[src/rtl/pwr_seq.sv]
module pwr_seq #(
  parameter int MC_CLKS  = 12,
  parameter int RST_MCYC = 2,
  parameter int WAIT_W   = 8,
  localparam int PH_W     = $clog2(MC_CLKS),
  localparam int RST_CLKS = MC_CLKS * RST_MCYC,
  localparam int RC_W     = $clog2(RST_CLKS + 1)
) (
  input  logic              clk,
  input  logic              por_n,
  input  logic              rst_pin,
  input  logic              pcon_we,
  input  logic              pcon_idle,
  input  logic              pcon_pd,
  input  logic              irq_req,
  input  logic              osc_ready,
  input  logic [WAIT_W-1:0] osc_wait,
  output logic              cpu_ce,
  output logic              periph_ce,
  output logic              osc_run,
  output logic              core_rst,
  output logic              ram_wr_inhibit,
  output logic [PH_W-1:0]   phase,
  output logic              cycle_end
);

  typedef enum logic [2:0] {S_RUN, S_IDLE, S_IRST, S_PD, S_WAKE, S_RST} st_t;

  st_t               st, st_n;
  logic [RC_W-1:0]   rcnt;
  logic [WAIT_W-1:0] wcnt;
  logic              counting, qual, ready_done;

  assign counting   = (st == S_RUN) || (st == S_IDLE) || (st == S_IRST);
  assign qual       = counting && rst_pin && (rcnt == RC_W'(RST_CLKS - 1));
  assign ready_done = osc_ready && (({1'b0, wcnt} + 1'b1) >= {1'b0, osc_wait});

  always_comb begin
    st_n = st;
    unique case (st)
      S_RUN:  if (qual) st_n = S_RST;
              else if (pcon_we && pcon_pd) st_n = S_PD;
              else if (pcon_we && pcon_idle) st_n = S_IDLE;
      S_IDLE: if (qual) st_n = S_RST;
              else if (rst_pin) st_n = S_IRST;
              else if (irq_req) st_n = S_RUN;
      S_IRST: if (qual) st_n = S_RST;
              else if (!rst_pin) st_n = S_RUN;
      S_PD:   if (rst_pin) st_n = S_WAKE;
      S_WAKE: if (ready_done) st_n = S_RST;
      S_RST:  if (!rst_pin) st_n = S_RUN;
      default: st_n = S_RST;
    endcase
  end

  always_ff @(posedge clk or negedge por_n) begin
    if (!por_n) begin
      st    <= S_RST;
      rcnt  <= '0;
      wcnt  <= '0;
      phase <= '0;
    end else begin
      st    <= st_n;
      rcnt  <= (counting && rst_pin) ? rcnt + 1'b1 : '0;
      wcnt  <= (st == S_WAKE && osc_ready) ? wcnt + 1'b1 : '0;
      if (st == S_RST || st == S_WAKE)
        phase <= '0;
      else if (counting)
        phase <= (phase == PH_W'(MC_CLKS - 1)) ? '0 : phase + 1'b1;
    end
  end

  assign cpu_ce         = (st == S_RUN) || (st == S_IRST) || (st == S_RST);
  assign periph_ce      = cpu_ce || (st == S_IDLE);
  assign osc_run        = (st != S_PD);
  assign core_rst       = (st == S_RST) || (st == S_WAKE);
  assign ram_wr_inhibit = (st == S_IRST);
  assign cycle_end      = counting && (phase == PH_W'(MC_CLKS - 1));

  p_phase_range_r2: assert property (@(posedge clk) disable iff (!por_n)
    32'(phase) < MC_CLKS);
  p_pd_phase_frozen_r2: assert property (@(posedge clk) disable iff (!por_n)
    (!osc_run && !rst_pin) |=> $stable(phase));
  p_idle_exit_r4: assert property (@(posedge clk) disable iff (!por_n)
    (st == S_IDLE && irq_req && !rst_pin) |=> (cpu_ce && !core_rst && !ram_wr_inhibit));
  p_pd_hold_r6: assert property (@(posedge clk) disable iff (!por_n)
    (!osc_run && !rst_pin) |=> !osc_run);
  p_filter_r7: assert property (@(posedge clk) disable iff (!por_n)
    (!rst_pin && !core_rst) |=> !core_rst);
  p_window_r8: assert property (@(posedge clk) disable iff (!por_n)
    (ram_wr_inhibit && !rst_pin) |=> (!ram_wr_inhibit && !core_rst && cpu_ce));
  p_wake_hold_r9: assert property (@(posedge clk) disable iff (!por_n)
    (st == S_WAKE && !osc_ready) |=> (core_rst && !cpu_ce));
  p_pd_prio_r10: assert property (@(posedge clk) disable iff (!por_n)
    (st == S_RUN && pcon_we && pcon_pd && pcon_idle && !rst_pin) |=> (!osc_run && !periph_ce));

endmodule

[config.mk]
export PLATFORM = sky130hd
export DESIGN_NAME = pwr_seq
export DESIGN_NICKNAME = d
export VERILOG_FILES = /design/src/rtl/pwr_seq.sv
export SDC_FILE = /design/constraint.sdc
export NUM_CORES = 1
export LEC_CHECK = 0
export ABC_AREA = 1
export BUFFER_PORTS_ARGS = -buffer_cell sky130_fd_sc_hd__buf_4
export CAP_MARGIN = 10
export CELL_PAD_IN_SITES_DETAIL_PLACEMENT = 0
export CELL_PAD_IN_SITES_GLOBAL_PLACEMENT = 1
export CORE_ASPECT_RATIO = 1.25
export CORE_MARGIN = 2
export CORE_UTILIZATION = 39
export CTS_CLUSTER_SIZE = 25
export DETAILED_ROUTE_END_ITERATION = 10
export GPL_TIMING_DRIVEN = 1
export PLACE_DENSITY_LB_ADDON = 0.1
export SLEW_MARGIN = 0
export SYNTH_ARGS = -nofsm -noshare
export SYNTH_HDL_FRONTEND = slang
export SYNTH_SLANG_ARGS = --single-unit
[constraint.sdc]
create_clock -name clk -period 2.3 [get_ports clk]
set_input_delay 0.345 -clock clk [delete_from_list [all_inputs] [get_ports clk]]
set_output_delay 0.345 -clock clk [all_outputs]
set_load 0.01 [all_outputs]
**Word-level counts from Yosys, hierarchy flattened**

Cells that the tools add are included.

- Add/subtract/negate cells: 4
- Order comparisons: 1
- Eq/ne operators: 12
- Multiplexer cells: 16
- Reductions and logical operators: 16

Operators by type and width:

| cell | number |
|---|---|
| 2-to-1 mux 3 bit | 10 |
| case mux 3 bit (6 select lines) | 1 |
| 2-to-1 mux 4 bit | 3 |
| adder 8 x 1 -> 9 bit (second input constant) | 1 |
| >= comparator 9 x 8 -> 1 bit | 1 |
| adder 8 x 1 -> 8 bit (second input constant) | 1 |
| 2-to-1 mux 8 bit | 1 |
| logical AND 1 bit | 7 |
| == test 3 x 2 -> 1 bit (second input constant) | 2 |
| == test 3 bit (second input constant) | 2 |
| logical OR 1 bit | 6 |
| adder 5 x 1 -> 5 bit (second input constant) | 1 |
| == test 5 bit (second input constant) | 1 |
| 2-to-1 mux 5 bit | 1 |
| adder 4 x 1 -> 4 bit (second input constant) | 1 |
| == test 4 bit (second input constant) | 1 |
| != test 2 bit (second input constant) | 2 |
| != test 4 x 2 -> 1 bit (second input constant) | 1 |
| != test 4 bit (second input constant) | 1 |
| AND reduction 4 bit | 1 |
| == test 3 x 1 -> 1 bit (second input constant) | 1 |
| zero test 3 bit | 1 |
| != test 3 x 2 -> 1 bit (second input constant) | 1 |
| nonzero test 2 bit | 1 |

- Register bits: 20
- Output and inout bits: 10
- Word-level logic and storage cells: 53

**Depth between registers and ports, before layout**

- Depth in word-level cells: 7
- Mapped depth: 20
- Mapped depth without buffers: 20

**Least setup slack after synthesis**

OpenSTA, ideal clock, no wires.

- Kind: reg2reg
- Start: register wcnt[0]
- End: register st[0]
- Setup time: 0.060 ns
- Arrival: 1.833 ns
- Path slack: 0.407 ns
- Stages on the path, launching flop included: 21
- Buffers on the path: 0
- Path through: dfrtp_1 -> ha_1 -> nand2_1 -> inv_2 -> nand2_1 -> nand2_1 -> inv_1 -> nor2_1 -> ha_1 -> nand2_1 -> nor2_1 -> nand2_1 -> nand3_1 -> nand2_1 -> nand2_1 -> nand2_1 -> nand2_1 -> nand2_1 -> nand2_1 -> nand3_1 -> nand2_1

- Word-level cells in the longest chain between the ends: 5

RTL lines:

| item | RTL line | source |
|---|---|---|
| from (decl) | 31 | `logic [WAIT_W-1:0] wcnt;` |
| from (signal assigned) | 65 | `wcnt <= (st == S_WAKE && osc_ready) ? wcnt + 1'b1 : '0;` |
| adder 8 x 1 -> 9 bit | 36 | `assign ready_done = osc_ready && (({1'b0, wcnt} + 1'b1) >= {1'b0, osc_wait});` |
| >= comparator 9 x 8 -> 1 bit | 36 |  |
| logical AND 1 bit | 36 |  |
| != test 2 bit (no source line) | -- |  |
| AND reduction 4 bit (no source line) | -- |  |
| to (signal assigned) | 63 | `st <= st_n;` |
| to (decl) | 29 | `st_t st, st_n;` |

No other way between the ends.
A chain may end at the register's enable or synchronous reset.

**Worst setup path after layout**

Ends and elaborated chain as after synthesis.

==> results.sh <==
export IMPL_outcome="completed"
export IMPL_drt_wl_total_um=2600
export IMPL_critPathBufInv=2
export IMPL_end_kind="flip-flop"
export IMPL_synth_area_leaders="dfrtp_1, nand2_1, ha_1"
export IMPL_seq_area_um2=503
export IMPL_ios=26
export IMPL_drt_iter0_markers=48
export IMPL_dp_hpwl_um=2160
export IMPL_nets=237
export IMPL_antenna_cells=0
export IMPL_synth_most_common_cell="nand2_1"
export IMPL_drc=0
export IMPL_drt_wirelength_per_cell_um=10.6
export IMPL_max_cap_violations=0
export IMPL_fp_dieArea_um2=3850
export IMPL_hold_path_class="in2reg"
export IMPL_htreeDepth=1
export IMPL_clockRootBuffer="clkbuf_8"
export IMPL_critPathSlowestCell="dfrtp_1"
export IMPL_grt_util_all_layers=0.150
export IMPL_ant_nets=0
export IMPL_drive_gt1_frac=0.196
export IMPL_avgSynthCellArea_um2=7.34
export IMPL_insertion_delay_ps=260
export IMPL_p_leak_uw=0.000894
export IMPL_finalCritPeriodShare=0.890
export IMPL_max_freq_mhz=488
export IMPL_syn_inst=179
export IMPL_cts_tree="done"
export IMPL_ys_seq_area_frac=0.383
export IMPL_gr_total_overflow=0
export IMPL_synth_largest_area_cell="dfrtp_1"
export IMPL_hold_violations=0
export IMPL_synth_ff_type="dfrtp_1"
export IMPL_fin_tns_setup_ps=0
export IMPL_antenna_found_initial=0
export IMPL_ys_async_sr_fraction=1.00
export IMPL_critical_path_required_ps=2510
export IMPL_relSlewSlack=0.833
export IMPL_path_clk_slew_ps=70
export IMPL_core_area_um2=3220
export IMPL_crit_fanout=3
export IMPL_synth_enable_flop_cells=0
export IMPL_area_growth_syn_to_layout_pct=22.7
export IMPL_multi_input_area_um2=656
export IMPL_cp_cell_sequence="ha_1 > nand2_1 > inv_2 > nand2_2 > nand2_1 > inv_1 > nor2_1 > ha_1 > nand2_1 > nor2_1 > nand2_1 > nand3_1 > nand2_1 > nand2_1 > nand2_1 > nand2_1 > nand2_1 > nand2_1 > nand3_1 > nand2_1"
export IMPL_die_width_um=55.9
export IMPL_synth_nets=206
export IMPL_initial_core_util=0.408
export IMPL_yosysTopAreaCellShare=0.343
export IMPL_num_vias=1146
export IMPL_crit_family="simple AND/OR/NAND/NOR gates"
export IMPL_grt_max_degree=21
export IMPL_cts_inserted_buffers=3
export IMPL_setup_violations_final=0
export IMPL_start_kind="flip-flop"
export IMPL_crit_type="reg2reg"
export IMPL_syn_cell_area_um2=1310
export IMPL_fin_crit_ps=2050
export IMPL_synthTopCellsByCount="nand2_1, inv_1, nor2_1, dfrtp_1, ha_1"
export IMPL_yosysWarnings=0
export IMPL_drv_slew=0
export IMPL_cts_sinks=20
export IMPL_gp_congestion=0.831
export IMPL_power_density_nw_per_um2=858
export IMPL_irDropWorstVdd_mv=0.606
export IMPL_firstDrtPassIters=2
export IMPL_rsz0062_at_grt="false"
export IMPL_worst_clock_skew_ps=1.90
export IMPL_io_buffers=25
export IMPL_clk_path_buf_depth=2
export IMPL_worstMarginPinSlew_ps=248
export IMPL_hold_worst_slack_ps=363
export IMPL_die_h_um=68.9
export IMPL_rows=23
export IMPL_cpPeakStageDelay_ps=380
export IMPL_ys_ff_latch=20
export IMPL_crit_arrival_ps=2250
export IMPL_crit_top_cell="nand2_1"
export IMPL_via_per_inst=4.66
export IMPL_grt_pass1_wl_um=4590
export IMPL_synth_distinct_cells=25
export IMPL_grt_pass1_vias=1135
export IMPL_fillers=340
==> sequential cells by signal (all words and copies together) (netlist names) <==
name	flops
phase	4
rcnt	5
st	3
wcnt	8
==> timing repair <==
action / CTS / global route
hold buffers: 1 / 0
setup buffers: 0 / 1
hold endpoints to repair: 18 / 0
gates resized for setup: 0 / 1
setup endpoints to repair: 0 / 2
==> metrics by stage <==
stage | area [um^2] | setup slack (ps) | instances | power (uW) | util
after floorplan | 1310 | 407 | 179 | 902 | -
after global placement | 1540 | 221 | 240 | 1110 | 0.477
after detailed placement | 1540 | 146 | 240 | 1130 | 0.477
after CTS | 1600 | 147 | 245 | 1400 | 0.497
after global routing | 1610 | 3.82 | 246 | 1520 | 0.500
final | 1610 | 253 | 246 | 1380 | 0.500
==> per-layer routing <==
metal | GRT usage | vias up | part of all wire
li1 | - | 613 | -
met1 | 0.163 | 510 | 0.43
met2 | 0.302 | 21 | 0.52
met3 | 0.0187 | 2 | 0.035
met4 | 0.0565 | 0 | 0.0077
met5 | 0 | - | 0
==> worst min-delay path, delay by kind of cell <==
| family | cells | cell delay (ps) |
|---|---|---|
| AO/OA/AOI/OAI | 1 | 70 |
| buffers and inverters | 1 | 80 |
| AND/OR/NAND/NOR | 2 | 110 |
==> path summary, 6_finish.rpt <==
path | start | endpoint | slack [ps] | cells after the start
max in group asynchronous | por_n | st[2] | 1540 | 2
min in group asynchronous | por_n | phase[1] | 490 | 2
worst max-delay path | wcnt[0] | st[0] | 250 | 20
worst max register to register | wcnt[0] | st[0] | 250 | 20
worst min register to register | rcnt[0] | rcnt[0] | 470 | 1
worst min-delay path | osc_ready | st[2] | 360 | 4
==> layout make-up <==
class / instances / area share
tap: 37 / 0.0287
timing repair buffer: 27 / 0.127
sequential: 20 / 0.312
inverter: 39 / 0.0908
multi-input combinational: 119 / 0.407
clock buffer: 4 / 0.0342
==> cell usage in the layout, fill, tap and decap left out, types with 3 or more instances in the layout <==
master,n
inv_2,3
nor3_1,4
inv_1,36
nor2_1,27
dfrtp_1,18
nand3_1,8
clkbuf_8,4
ha_1,11
a21oi_1,7
nand2_1,39
o21ai_0,5
buf_4,26
xor2_1,4
==> power breakdown <==
part	internal [uW]	switching [uW]	total, uW
clock network	152	113	266
registers	431	79.4	511
logic	256	350	606
==> logic make-up (layout without fill, tap and decap cells) <==
logic type / Yosys count / count (layout) / synth area share
xor gates and xnor gates: 4 / 4 / 0.0267
adders and majority gates: 11 / 11 / 0.105
AOI/OAI and AO/OA: 19 / 19 / 0.0867
and+or+nand+nor: 85 / 85 / 0.279
DFF: 20 / 20 / 0.383
buffers and inverters: 40 / 70 / 0.120
No activity file was read; power rests on OpenSTA's default activity.
